==> src/rtl/pbc_pkg.sv <==
package pbc_pkg;
  typedef enum logic [2:0] {
    PS_WORK  = 3'd0,
    PS_SL1   = 3'd1,
    PS_SL2   = 3'd2,
    PS_SL3   = 3'd3,
    PS_SL4   = 3'd4,
    PS_SL5   = 3'd5,
    PS_RSVD  = 3'd6,
    PS_MECH  = 3'd7
  } pstate_e;

  function automatic logic is_sleep(input logic [2:0] s);
    return (s >= 3'd1) && (s <= 3'd5);
  endfunction

  function automatic logic hold_allowed(input logic [2:0] s);
    return s <= 3'd4;
  endfunction
endpackage

==> src/rtl/pbc_tick_gen.sv <==
module pbc_tick_gen #(
  parameter int DIV = 50000
) (
  input  logic clk,
  input  logic rst_n,
  output logic tick
);
  generate
    if (DIV <= 1) begin : g_every
      assign tick = 1'b1;
    end else begin : g_div
      localparam int CW = $clog2(DIV);
      logic [CW-1:0] cnt;
      always_ff @(posedge clk or negedge rst_n) begin
        if (!rst_n)                    cnt <= '0;
        else if (cnt == CW'(DIV - 1))  cnt <= '0;
        else                           cnt <= cnt + 1'b1;
      end
      assign tick = (cnt == CW'(DIV - 1));
    end
  endgenerate
endmodule

==> src/rtl/pbc_debounce.sv <==
module pbc_debounce #(
  parameter int TICKS = 16
) (
  input  logic clk,
  input  logic rst_n,
  input  logic tick,
  input  logic raw_n,
  output logic level_n
);
  localparam int CW = $clog2(TICKS + 1);
  logic          s1, s2;
  logic [CW-1:0] cnt;

  always_ff @(posedge clk or negedge rst_n) begin
    if (!rst_n) begin
      s1 <= 1'b1;
      s2 <= 1'b1;
    end else begin
      s1 <= raw_n;
      s2 <= s1;
    end
  end

  always_ff @(posedge clk or negedge rst_n) begin
    if (!rst_n) begin
      level_n <= 1'b1;
      cnt     <= '0;
    end else if (s2 == level_n) begin
      cnt <= '0;
    end else if (tick) begin
      if (cnt == CW'(TICKS - 1)) begin
        level_n <= s2;
        cnt     <= '0;
      end else begin
        cnt <= cnt + 1'b1;
      end
    end
  end

  assert_level_follows_input_R1: assert property (@(posedge clk) disable iff (!rst_n)
    !$stable(level_n) |-> (level_n == $past(s2)) && $past(tick));
endmodule

==> src/rtl/pbc_hold_timer.sv <==
module pbc_hold_timer #(
  parameter int TICKS = 4000
) (
  input  logic clk,
  input  logic rst_n,
  input  logic tick,
  input  logic level_n,
  output logic expire
);
  localparam int CW = $clog2(TICKS + 1);
  logic [CW-1:0] cnt;
  logic          spent;

  assign expire = !level_n && tick && !spent && (cnt == CW'(TICKS - 1));

  always_ff @(posedge clk or negedge rst_n) begin
    if (!rst_n) begin
      cnt   <= '0;
      spent <= 1'b0;
    end else if (level_n) begin
      cnt   <= '0;
      spent <= 1'b0;
    end else if (tick && !spent) begin
      if (expire) spent <= 1'b1;
      else        cnt   <= cnt + 1'b1;
    end
  end

  assert_expire_once_R7: assert property (@(posedge clk) disable iff (!rst_n)
    expire |=> spent);
endmodule

==> src/rtl/pwr_button_ctrl.sv <==
module pwr_button_ctrl
  import pbc_pkg::*;
#(
  parameter int CLK_HZ      = 50_000_000,
  parameter int DEBOUNCE_MS = 16,
  parameter int HOLD_MS     = 4000
) (
  input  logic       clk,
  input  logic       rst_n,
  input  logic       btn_raw_n,
  input  logic [2:0] sys_state,
  input  logic       sci_en,
  input  logic       slp_stretch,
  input  logic       sts_clr,
  output logic       smi_evt,
  output logic       sci_evt,
  output logic       wake_req,
  output logic       force_off,
  output logic       press_sts
);
  localparam int TICK_DIV = CLK_HZ / 1000;

  logic tick, level_n, level_q, press, expire;
  logic go_smi, go_sci, go_wake, go_sts;

  pbc_tick_gen #(.DIV(TICK_DIV)) u_tick (
    .clk(clk), .rst_n(rst_n), .tick(tick)
  );

  pbc_debounce #(.TICKS(DEBOUNCE_MS)) u_deb (
    .clk(clk), .rst_n(rst_n), .tick(tick), .raw_n(btn_raw_n), .level_n(level_n)
  );

  pbc_hold_timer #(.TICKS(HOLD_MS)) u_hold (
    .clk(clk), .rst_n(rst_n), .tick(tick), .level_n(level_n), .expire(expire)
  );

  always_ff @(posedge clk or negedge rst_n) begin
    if (!rst_n) level_q <= 1'b1;
    else        level_q <= level_n;
  end

  assign press   = level_q && !level_n;
  assign go_smi  = press && (sys_state == PS_WORK) && !sci_en;
  assign go_sci  = press && (sys_state == PS_WORK) && sci_en;
  assign go_wake = press && is_sleep(sys_state) && !slp_stretch;
  assign go_sts  = go_smi || go_sci || go_wake;

  always_ff @(posedge clk or negedge rst_n) begin
    if (!rst_n) begin
      smi_evt   <= 1'b0;
      sci_evt   <= 1'b0;
      wake_req  <= 1'b0;
      force_off <= 1'b0;
      press_sts <= 1'b0;
    end else begin
      smi_evt   <= go_smi;
      sci_evt   <= go_sci;
      wake_req  <= go_wake;
      force_off <= expire && hold_allowed(sys_state);
      press_sts <= go_sts || (press_sts && !sts_clr);
    end
  end

  assert_event_exclusive_R3: assert property (@(posedge clk) disable iff (!rst_n)
    $onehot0({smi_evt, sci_evt, wake_req}));
  assert_smi_single_R3: assert property (@(posedge clk) disable iff (!rst_n)
    smi_evt |=> !smi_evt);
  assert_mech_off_quiet_R5: assert property (@(posedge clk) disable iff (!rst_n)
    (smi_evt || sci_evt || wake_req) |-> ($past(sys_state) != PS_MECH));
  assert_force_single_R7: assert property (@(posedge clk) disable iff (!rst_n)
    force_off |=> !force_off);
  assert_force_state_R6: assert property (@(posedge clk) disable iff (!rst_n)
    force_off |-> ($past(sys_state) <= 3'd4));
  assert_no_wake_stretch_R8: assert property (@(posedge clk) disable iff (!rst_n)
    wake_req |-> !$past(slp_stretch));
  assert_sts_sets_R9: assert property (@(posedge clk) disable iff (!rst_n)
    (smi_evt || sci_evt || wake_req) |-> press_sts);
endmodule

==> config.mk <==
export PLATFORM = sky130hd
export DESIGN_NAME = pwr_button_ctrl
export DESIGN_NICKNAME = d
export VERILOG_FILES = /design/src/rtl/pbc_pkg.sv /design/src/rtl/pbc_tick_gen.sv /design/src/rtl/pbc_debounce.sv /design/src/rtl/pbc_hold_timer.sv /design/src/rtl/pwr_button_ctrl.sv
export SDC_FILE = /design/constraint.sdc
export NUM_CORES = 1
export LEC_CHECK = 0
export ABC_AREA = 1
export BUFFER_PORTS_ARGS = -buffer_cell sky130_fd_sc_hd__buf_2
export CORE_MARGIN = 4
export CORE_UTILIZATION = 55
export CTS_BUF_LIST = sky130_fd_sc_hd__clkbuf_8
export DETAILED_ROUTE_END_ITERATION = 8
export GPL_TIMING_DRIVEN = 0
export PLACE_DENSITY = 0.73
export SLEW_MARGIN = 20
export SYNTH_ARGS = -nofsm -noshare
export SYNTH_HDL_FRONTEND = slang
export SYNTH_HIERARCHICAL = 1
export SYNTH_SLANG_ARGS = --single-unit
==> constraint.sdc <==
create_clock -name clk -period 3.3 [get_ports clk]
set_input_delay 0.165 -clock clk [delete_from_list [all_inputs] [get_ports clk]]
set_output_delay 0.165 -clock clk [all_outputs]
set_load 0.03 [all_outputs]
**Word-level counts from Yosys, hierarchy flattened**

Index checks and enable logic that the tools add are counted.
Widths: inputs -> output; s select.

- Div/mod/pow operators: 0
- Add/sub/neg operators: 3
- $lt $le $gt $ge: 3
- Multiplexer cells: 10
- Bitwise gates (word level): 1
- Equal/unequal tests: 5
- Shifts and indexed selects: 0
- Reductions and logical operators: 28
- Multipliers: 0

Operators with widths:

| kind | number |
|---|---|
| $mux 12 | 3 |
| $add 16x1->16 const B | 1 |
| $eq 16x16->1 const B | 1 |
| $mux 16 | 1 |
| $mux 5 | 3 |
| $logic_and 1x1->1 | 13 |
| $add 12x1->12 const B | 1 |
| $eq 12x12->1 const B | 1 |
| $le 3x3->1 const B | 2 |
| $reduce_bool 2->1 | 3 |
| $add 5x1->5 const B | 1 |
| $eq 5x4->1 const B | 1 |
| $logic_not 1->1 | 5 |
| $reduce_and 2->1 | 2 |
| $ge 3x1->1 const B | 1 |
| $logic_not 3->1 | 1 |
| $logic_or 1x1->1 | 3 |
| $mux 1 | 3 |
| $reduce_and 3->1 | 1 |
| $ne 2x1->1 const B | 1 |
| $eq 1x1->1 | 1 |
| $not 1->1 | 1 |

- Memory bits (read-only): 0
- Memories: 0
- Latch bits: 0
- RAM bits: 0
- Bits of input ports: 9
- Bits in registers: 43
- Logic and storage cells: 63

**Longest topological paths before layout**

Gate-level depths: netlist of run 1.

- Depth in word-level cells: 7
- Mapped depth: 14
- Mapped depth without buffers: 14

**Hierarchy**

The synthesis of run 1 kept the hierarchy.

By module, submodules not included:

| module | seq. area each (um2) | instances | area an instance (um2) | cells each |
|---|---|---|---|---|
| pbc_tick_gen | 400.4 | 1 | 877.1 | 121 |
| pbc_hold_timer | 325.3 | 1 | 854.6 | 129 |
| pbc_debounce | 203.9 | 1 | 390.4 | 44 |
| pwr_button_ctrl | 151.4 | 1 | 247.7 | 25 |

**Worst setup path after synthesis of run 1**

No wires, ideal clock.

- Path type: reg-to-reg
- Start: register u_tick.g_div.cnt[0]
- End: register u_hold.cnt[11]
- Setup slack: 1.518 ns
- Setup time: 0.113 ns
- Arrival time: 1.669 ns
- Required time: 3.187 ns
- Clock period less this slack: 1.782 ns
- Stages on the path, launching flop included: 13
- Cells stage by stage: dfrtp_1 -> ha_1 -> nand3_2 -> nor2_1 -> nand2_2 -> inv_2 -> nand2_1 -> nand2_1 -> inv_1 -> nor2_2 -> nand2_1 -> nand2_1 -> inv_1

- Longest elaborated chain between the ends: 6
- Elaborated cells on any way between the ends: 8

Ends and longest elaborated chain:

| item | RTL line | RTL |
|---|---|---|
| start, declared | pbc_tick_gen.sv:13 | `logic [CW-1:0] cnt;` |
| start signal, assigned | pbc_tick_gen.sv:17 | `else cnt <= cnt + 1'b1;` |
| $eq 16x16->1 (*) | pbc_tick_gen.sv:19 | `assign tick = (cnt == CW'(DIV - 1));` |
| net tick | pwr_button_ctrl.sv:23 | `logic tick, level_n, level_q, press, expire;` |
| $logic_and 1x1->1 (3 in series) | pbc_hold_timer.sv:14 | `assign expire = !level_n && tick && !spent && (cnt == CW'(TICKS - 1));` |
| $ne 2x1->1 (no line) | -- |  |
| $reduce_and 2->1 (no line) (*) | -- |  |
| end signal, assigned | pbc_hold_timer.sv:25 | `else cnt <= cnt + 1'b1;` |
| end, declared | pbc_hold_timer.sv:11 | `logic [CW-1:0] cnt;` |

The timed path passes the listed nets; every way through them passes the cells marked *.
A chain may end at the register's enable or synchronous reset.

**Worst setup path in the final report of run 1**

Ends and elaborated chain as after synthesis.

==> run metrics, run 1 <==
PwrDens=341.6 nW/um2; FMAX=0.4738 GHz; Final setup viols=0; Setup Fix Bufs, Post-CTS=0; Max-Cap Viols=0; clock-pin slew on the worst setup and hold paths=0.08 ns; final period utilization=63.95%; most common cell after layout, fill and taps aside=nand2_1; most frequent cells in the layout=nand2_1 (96), inv_1 (43), nor2_1 (42), dfrtp_1 (39), nand3_1 (23); Crit Path Max Fanout=10; worst skew pair latency=0.29 ns; largest net degree at the start of global routing=44; Starting Density=between 50% and 60%; drt wl/cell=roughly 11 um; worst-margin pin slew=0.9214 ns; number of CTS-inserted buffers=5; pre-CTS setup slack=1.185 ns; H-tree lvl count=2; WP data required=3.49 ns; post-route setup slack=roughly 1.2 ns; DR WL met2=1911 um; final setup skew=roughly 0.0049 ns; min-delay worst type=input port to async pin; die width=roughly 74 um; r2r startpoint=u_tick/g_div.cnt[0]; Fillers=374; GP Congestion=around 0.83; max-slew violations=0; crit path time final=2.110 ns; CTS tree=done; critical path class=flop to flop; Via Count=~1.9k; Die Ht=73.64 um; Final ANT Viol Nets=0; clock buffer depth=2; post-route DRC violation count=0; setup TNS=0 ns; post-DP HPWL=3017 um; GRT overflow=0; final hold vios=0; peak supply drop=roughly 0.00023 V; leakage power total=1.345 nW; first-pass GRT wire length=7458 um; Yosys warnings=6; Initial DRC Count=50; fraction of layout cells with a size suffix above 1=17.65%; Via density=4.918; initial antenna violation count=0; multi-input logic area=around 1100 um2; Seq/Total Area, Yosys=45.62%; wl on met1=2024 um; syn avg cell area=7.429 um2; flops & latches, synth=43; Setup crit end kind=flop; vias in the first global route=1731; Rel. slew slack=38.57%; IO Pins=14; mapped cell area=between 2000 and 2500 um2; Seq. cell area=1081 um2; routed wl met3=149 um; Layout Nets=352; number of diodes=0; Tot GR Track Use=about 18%; Setup crit start=u_tick/g_div.cnt[0]; final core occ=between 60% and 70%; CP Data Arrival Time=2.30 ns; clk root buf=clkbuf_8; status=complete, no violations; Startpoint Class=flop; die footprint=5423 um2; R2R cell count=12; number of port buffers=13; row cnt=23; Top Layer Used=met4; core area=slightly above 4000 um2; routed wire length=4131 um; first-pass detailed-route iteration total=4; Synth-to-Final Area Change=9.504%; net count after synthesis=331; RSZ-0062 raised after global routing=no; CTS sink count=43; Netlist cell types=30; Post-Syn Instances=319
[cell usage after synthesis]
| library cell | count | area share (%) |
|---|---|---|
| nand4_1 | 3 | 0.79 |
| xor2_1 | 7 | 2.6 |
| ha_1 | 3 | 1.6 |
| nand3_1 | 23 | 4.9 |
| inv_1 | 43 | 6.8 |
| o21ai_2 | 1 | 0.37 |
| nor2_2 | 8 | 2.1 |
| o21ai_1 | 9 | 1.9 |
| buf_2 | 1 | 0.21 |
| inv_2 | 6 | 0.95 |
| o21ai_0 | 1 | 0.21 |
| nor2_1 | 42 | 6.7 |
| buf_6 | 1 | 0.48 |
| nor3_4 | 1 | 0.69 |
| nor3_1 | 3 | 0.63 |
| nand2_4 | 1 | 0.48 |
| a21o_1 | 1 | 0.32 |
| nand2_2 | 13 | 3.4 |
| o22ai_1 | 1 | 0.26 |
| a31oi_1 | 1 | 0.26 |
| dfstp_2 | 4 | 4.4 |
| clkbuf_1 | 1 | 0.16 |
| nor3b_1 | 1 | 0.32 |
| o21a_1 | 1 | 0.32 |
| a21oi_1 | 3 | 0.63 |
| nor2_4 | 3 | 1.4 |
| nand3_2 | 1 | 0.42 |
| nand2_1 | 96 | 15 |
| dfrtp_1 | 39 | 41 |
| nand3b_1 | 1 | 0.32 |
[power breakdown]
group          switching [W]  internal, W  leakage (nW)
registers        0.000000515     0.000529         0.572
logic              0.0000152   0.00000574         0.726
clock network       0.000172     0.000164        0.0470
[layout make-up]
| type | count | share of cell area, % |
|---|---|---|
| clock buffers | 6 | 3.182 |
| inverters | 49 | 7.088 |
| well taps | 50 | 2.411 |
| clock inverters | 1 | 0.1929 |
| flip-flops and latches | 43 | 41.66 |
| repair buffers | 14 | 2.893 |
| plain buffers | 3 | 0.7715 |
| multi-input cells | 224 | 41.80 |
[kinds of logic after synthesis]
group	synth area share (%)
AND/OR/NAND/NOR	37.33
buffers and inverters	8.605
flip-flops	45.62
AO/OA/AOI/OAI	4.277
XOR/XNOR	2.587
adder cells (fa/ha/maj)	1.584
[final timing paths]
path | slack (ns) | end
max in group asynchronous | 2.72 | u_hold/spent
max reg2reg | 1.19 | u_hold/cnt[11]
min | 0.004 | u_tick/g_div.cnt[12]
min in group clk | 0.03 | smi_evt
max | 1.19 | u_hold/cnt[11]
min reg2reg | 0.36 | u_deb/s2
[what timing repair did]
item                                   4_1_cts  5_1_grt
endpoints found under the hold margin        1        0
setup endpoints to repair                    0        0
resized for setup                            0        0
hold buffers                                 1        0
[metal layers]
layer	global-route usage, %	vias up
li1	-	1015
met1	24.23	870
met2	26.97	27
met3	3.557	6
met4	7.646	0
met5	0	-
[worst max-delay path, cell delays in order, from the launching register on]
cell     delay [ns]
dfrtp_1        0.40
ha_1           0.21
nand3_2        0.16
nor2_1         0.16
nand2_2        0.12
inv_2          0.19
nand2_1        0.12
nand2_1        0.15
inv_1          0.07
nor2_2         0.23
nand2_1        0.08
nand2_1        0.07
inv_1          0.04
[flip-flops by register name, indices dropped and copies added (netlist names)]
register and cells:
force_off 1, level_q 1, press_sts 1, sci_evt 1, smi_evt 1, u_deb/cnt 5, u_deb/level_n 1, u_deb/s1 1
u_deb/s2 1, u_hold/cnt 12, u_hold/spent 1, u_tick/g_div.cnt 16, wake_req 1
[through the flow]
step,hold WS (ns),instances,total power (W),instance area (um2)
2_1_floorplan,-0.1306,319,0.0005445,2370
3_3_place_gp,0.2697,382,0.0005605,2497
3_5_place_dp,0.2726,382,0.0005609,2497
4_1_cts,0.02866,390,0.0008981,2595
5_1_grt,0.02926,390,0.0009209,2595
6_report,0.004210,390,0.0008864,2595
(Power assumes the default switching activity.)
==> run 2, diff against run 1 <==
==> constraint.sdc (replaced) <==
create_clock -name clk -period 2 [get_ports clk]
set_input_delay 0.1 -clock clk [delete_from_list [all_inputs] [get_ports clk]]
set_output_delay 0.1 -clock clk [all_outputs]
set_load 0.03 [all_outputs]
==> run 2 against run 1 <==
- register-to-register slack got worse by 1.0 ns
- wire length is 2.6% higher
- global-route usage grew 0.29 points
- largest cell class unchanged
- setup slack got worse by 1.0 ns
- critical endpoint is now u_hold/cnt[8]
==> run metrics, run 2 (same netlist as run 1, synthesis figures left out) <==
status=complete, no violations; final hold vios=0; critical path class=flop to flop; Biggest register=u_tick/g_div.cnt; Final ANT Viol Nets=0; Starting Density=57.99%; routed wire length=4240 um; clock buffer depth=2; clock-pin slew on the worst setup and hold paths=0.08 ns; Final setup viols=0; number of diodes=0; Rel. slew slack=39.28%; FMAX=0.5484 GHz; CP Data Arrival Time=2.01 ns; Initial DRC Count=54; GP Congestion=0.8283; post-route DRC violation count=0; top flop regs=u_tick/g_div.cnt x16, u_hold/cnt x12, u_deb/cnt x5; Tot GR Track Use=between 10% and 20%; final period utilization=91.18%; crit-path max cell delay=0.41 ns; worst-margin pin slew=approximately 0.91 ns; CTS sink count=43; max FFs per register=16; first-pass GRT wire length=7596 um; first-pass detailed-route iteration total=4; fraction of layout cells with a size suffix above 1=a little under a fifth; Hold Path Origin=slp_stretch; internal power=0.001156 W; core area=approximately 4000 um2; post-DP HPWL=3017 um; leakage power total=1.364 nW; Die Ht=73.64 um; Via density=between 4 and 5; Startpoint Class=flop; Crit Path Max Fanout=10; H-tree lvl count=2; r2r startpoint=u_tick/g_div.cnt[1]; Worst path slowest cell=dfrtp_1; Synth-to-Final Area Change=12.25%; Placed Area=2497 um2; initial antenna violation count=0; Layout Nets=356; switching pwr=0.0003122 W; number of CTS-inserted buffers=5; max-slew violations=0; Max-Cap Viols=0; post-route cell area=between 2000 and 3000 um2; PwrDens=551.8 nW/um2; switching portion of total power=21.27%; pre-CTS setup slack=-0.1149 ns; WP data required=2.18 ns; GRT overflow=0; largest net degree at the start of global routing=44; hold_ws=0.05796 ns; Setup crit end kind=flop; final setup skew=0.005402 ns; Crit path buffers/inverters=2; Setup crit start=u_tick/g_div.cnt[1]; final core occ=65.09%; Comb power frac=2.5%; CTS tree=done; min-delay worst type=input port to flop; drt wl/cell=10.76 um; critical path's most frequent cell=nand2_2; vias in the first global route=1771; die width=roughly 74 um; sequential fraction of design power=approximately three fifths; row cnt=23; number of port buffers=13; die footprint=around 5400 um2; CP Cell Sequence=ha_4 -> nand3_4 -> nor2_2 -> nand2_2 -> inv_4 -> nand2_1 -> nor2_1 -> nand2_2 -> nand2_4 -> buf_6 -> o21ai_1; clk root buf=clkbuf_8; crit path time final=1.824 ns; peak supply drop=0.0003835 V; Fillers=roughly 370; most common cell after layout, fill and taps aside=nand2_1; worst skew pair latency=between 0.2 and 0.3 ns; crit-path leading delay family=simple AND/OR/NAND/NOR gates; Via Count=1935; most frequent cells in the layout=nand2_1 (96), inv_1 (43), nor2_1 (41), dfrtp_1 (39), nand3_1 (23); post-route setup slack=roughly 0.18 ns; IO Pins=14; clock share of power=38.0%
run 2: cell count changes in the layout (fill, tap and decap cells not counted):
cell	change
nor2_4	+1
inv_2	-1
nand3_4	+1
ha_1	-1
ha_4	+1
inv_4	+1
buf_4	+2
nand3_2	-1
nor2_1	-1
dlygate4sd3_1	+2
run 2: per-stage QoR:
stage / total power, W / std cells / TNS (ns)
3_3_place_gp: 0.0009249 / 382 / -0.5380
2_1_floorplan: 0.0008985 / 319 / 0
6_report: 0.001468 / 394 / 0
4_1_cts: 0.001485 / 393 / 0
3_5_place_dp: 0.0009254 / 382 / -0.7161
5_1_grt: 0.001523 / 394 / -0.006573
run 2: layout make-up:
class                           count  area, um2  area share [%]
Clock inverter                      1      5.005          0.1881
Clock buffer                        6      82.58           3.104
Sequential cell                    43       1081           40.64
Buffer                              3      20.02          0.7526
Inverter                           49      186.4           7.008
Timing Repair Buffer               18      110.1           4.139
Multi-Input combinational cell    224       1112           41.82
Tap cell                           50      62.56           2.352
run 2: timing repair:
action                                 CTS  global route
endpoints found under the hold margin   41             0
pin swaps                                0             1
gates resized for setup                  2             4
hold buffers                             3             0
setup buffers                            1             1
setup endpoints to repair               11            11
run 2: power groups by stage:
| stage | Clock (W) | Combinational, W | Sequential (W) |
|---|---|---|---|
| 4_1_cts | 0.000572 | 0.0000394 | 0.000873 |
| 2_1_floorplan | 0 | 0.00000800 | 0.000890 |
| 3_5_place_dp | 0 | 0.0000351 | 0.000890 |
| 6_report | 0.000557 | 0.0000374 | 0.000873 |
| 3_3_place_gp | 0 | 0.0000346 | 0.000890 |
| 5_1_grt | 0.000606 | 0.0000433 | 0.000874 |
run 2: per-layer routing:
layer | vias up | part of all wire (%) | global-route usage [%]
met5 | - | 0 | 0
met4 | 0 | 1.3 | 7.646
met3 | 5 | 3.6 | 3.557
met2 | 24 | 48 | 28.05
met1 | 881 | 47 | 24.15
li1 | 1025 | - | -
run 2: final timing paths:
kind	end	slack (ns)	cells after the start
max	u_hold/cnt[8]	0.18	11
min	wake_req	0.06	4
max reg2reg	u_hold/cnt[8]	0.18	11
min reg2reg	u_deb/s2	0.36	0
max in group asynchronous	u_deb/cnt[0]	0.96	2
min in group asynchronous	u_tick/g_div.cnt[12]	0.48	2
run 2: tightest hold or removal path, cell delays in order:
cell and delay (ns):
buf_2 0.07, nor2_1 0.03, nand3_1 0.07, inv_1 0.04
==> run 3, diff against run 2 <==
--- a/config.mk
+++ b/config.mk
@@ -7,6 +7,7 @@
 export LEC_CHECK = 0
 export ABC_AREA = 1
 export BUFFER_PORTS_ARGS = -buffer_cell sky130_fd_sc_hd__buf_2
+export CORE_ASPECT_RATIO = 2
 export CORE_MARGIN = 4
 export CORE_UTILIZATION = 55
 export CTS_BUF_LIST = sky130_fd_sc_hd__clkbuf_8
==> run 3 against run 2 <==
- critical path depth is 1 higher
- final area is 2.3% higher
- utilization is 0.78 points higher
- largest power group unchanged
- first-iteration DRC count is 3.7% lower
- combinational power is 1% higher
- global-route usage is 1.2 points higher
- fmax is 1.1% lower
- clock power is 39% higher
- sequential cell count stayed put
==> run metrics, run 3 (same netlist as run 1, synthesis figures left out) <==
Starting Density=57.39%; final period utilization=92.15%; Crit Path Max Fanout=5; Final setup viols=0; Die Ht=100.8 um; crit path time final=1.843 ns; max-slew violations=0; CTS tree=done; hold_ws=slightly above 0.07 ns; min-delay worst type=input port to flop; CP Cell Sequence=ha_2 -> nand3_4 -> nor2_1 -> nand2_2 -> inv_4 -> nand2_1 -> nand2_1 -> inv_1 -> nor2_4 -> nand2_1 -> nand2_1 -> inv_1; critical path's most frequent cell=nand2_1; Via Count=1964; most frequent cells in the layout=nand2_1 (96), inv_1 (44), nor2_1 (41), dfrtp_1 (39), nand3_1 (23); reg2reg end=u_hold/cnt[11]; final setup skew=0.006381 ns; hold path cells=4; largest net degree at the start of global routing=between 40 and 50; Via density=between 4 and 5; Layout Nets=roughly 360; number of CTS-inserted buffers=5; CP Data Arrival Time=around 2.0 ns; fraction of layout cells with a size suffix above 1=19.25%; Final ANT Viol Nets=0; clock buffer depth=2; number of diodes=0; setup TNS=0 ns; FMAX=0.5426 GHz; drt wl/cell=11.18 um; r2r startpoint=u_tick/g_div.cnt[1]; H-tree lvl count=2; top flop regs=u_tick/g_div.cnt x16, u_hold/cnt x12, u_deb/cnt x5; Post-Place Cells=roughly 380; post-DP HPWL=3293 um; CTS sink count=43; hold worst-path end=wake_req; peak supply drop=about 0.00057 V; WP data required=about 2.2 ns; Biggest register=u_tick/g_div.cnt; Placed Area=2500 um2; most common cell after layout, fill and taps aside=nand2_1; clk root buf=clkbuf_8; die footprint=5487 um2; non-filler instance count after layout=400; number of port buffers=13; Max-Cap Viols=0; Tot GR Track Use=19.08%; GP Congestion=0.8739; crit-path max cell delay=0.37 ns; Synth-to-Final Area Change=14.78%; worst-margin pin slew=0.9341 ns; Setup crit end kind=flop; Overall Power=0.001685 W; R2R Setup Slk=approximately 0.16 ns; initial antenna violation count=0; Initial DRC Count=52; routed wire length=4473 um; first-pass GRT wire length=7748 um; worst skew pair latency=0.29 ns; max FFs per register=16; vias in the first global route=between 1.5k and 2k; die width=~54 um; final hold vios=0; Startpoint Class=flop; row cnt=33; first-pass detailed-route iteration total=4; GRT overflow=0; R2R cell count=12; post-route DRC violation count=0; PwrDens=~620 nW/um2; post-route cell area=2720 um2; critical path class=flop to flop; Worst path slowest cell=dfrtp_1; Rel. slew slack=37.73%; clock-pin slew on the worst setup and hold paths=0.08 ns; Hold Path Origin=slp_stretch; leakage power total=1.398 nW; status=complete, no violations; IO Pins=14; core area=4129 um2
## run 3: cell count changes in the layout (fill, tap and decap cells not counted)
cell / previous run / this run
ha_4: 1 / 0
inv_1: 43 / 44
ha_2: 0 / 1
clkbuf_8: 6 / 5
buf_4: 2 / 5
bufinv_16: 0 / 2
clkinv_2: 1 / 0
## run 3: where the power goes
group / total [W] / internal (W) / switching (W)
clock network: 0.000774 / 0.000494 / 0.000280
registers: 0.000873 / 0.000872 / 0.000000921
logic: 0.0000378 / 0.0000120 / 0.0000258
total: 0.00169 / 0.00138 / 0.000307
## run 3: critical path, delay by kind of cell, from the launching register on
family,cells,cell delay [ns]
fa+ha+maj,1,0.22
flops,1,0.37
simple gates,8,0.95
buf+inv,3,0.20
## run 3: how the worst max path moves through the flow
stage                             start        endpoint  slack (ns)  cells past startpoint
global route        u_tick/g_div.cnt[1]   u_hold/cnt[2]       -0.02                     12
detailed placement  u_tick/g_div.cnt[0]  u_hold/cnt[11]       -0.15                     12
floorplan           u_tick/g_div.cnt[0]  u_hold/cnt[11]        0.22                     12
finish              u_tick/g_div.cnt[1]  u_hold/cnt[11]        0.16                     12
global placement    u_tick/g_div.cnt[0]  u_hold/cnt[11]       -0.11                     12
CTS                 u_tick/g_div.cnt[0]   u_hold/cnt[2]        0.01                     12
## run 3: area by class of cell
cell class                 instances  area, um2
clock buffer                       5      68.82
multi-input combinational        224       1102
inverter                          49      186.4
tap                               52      65.06
sequential                        43       1081
buffer                             3      20.02
clock inverter                     3      63.81
timing repair buffer              21      132.6
fill                             357       1409
## run 3: metrics by stage
stage               utilization [%]  setup WS, ns
global placement              60.55       -0.1072
floorplan                         -        0.2181
detailed placement            60.55       -0.1477
CTS                           64.91       0.01214
global route                  65.88      -0.01726
finish                        65.88        0.1571
## run 3: what timing repair did
| action | in CTS | in global routing |
|---|---|---|
| endpoints found under the hold margin | 41 | 0 |
| pin swaps | 0 | 1 |
| setup buffers | 1 | 4 |
| endpoints found under the setup margin | 12 | 11 |
| gates cloned | 0 | 0 |
| hold buffers | 3 | 0 |
| resized for setup | 3 | 2 |
## run 3: per-layer routing
layer	global-route usage [%]	share of wire, %
met1	17.93	38
met2	36.29	58
met3	2.667	1.5
met4	10.17	2.3
met5	0	0
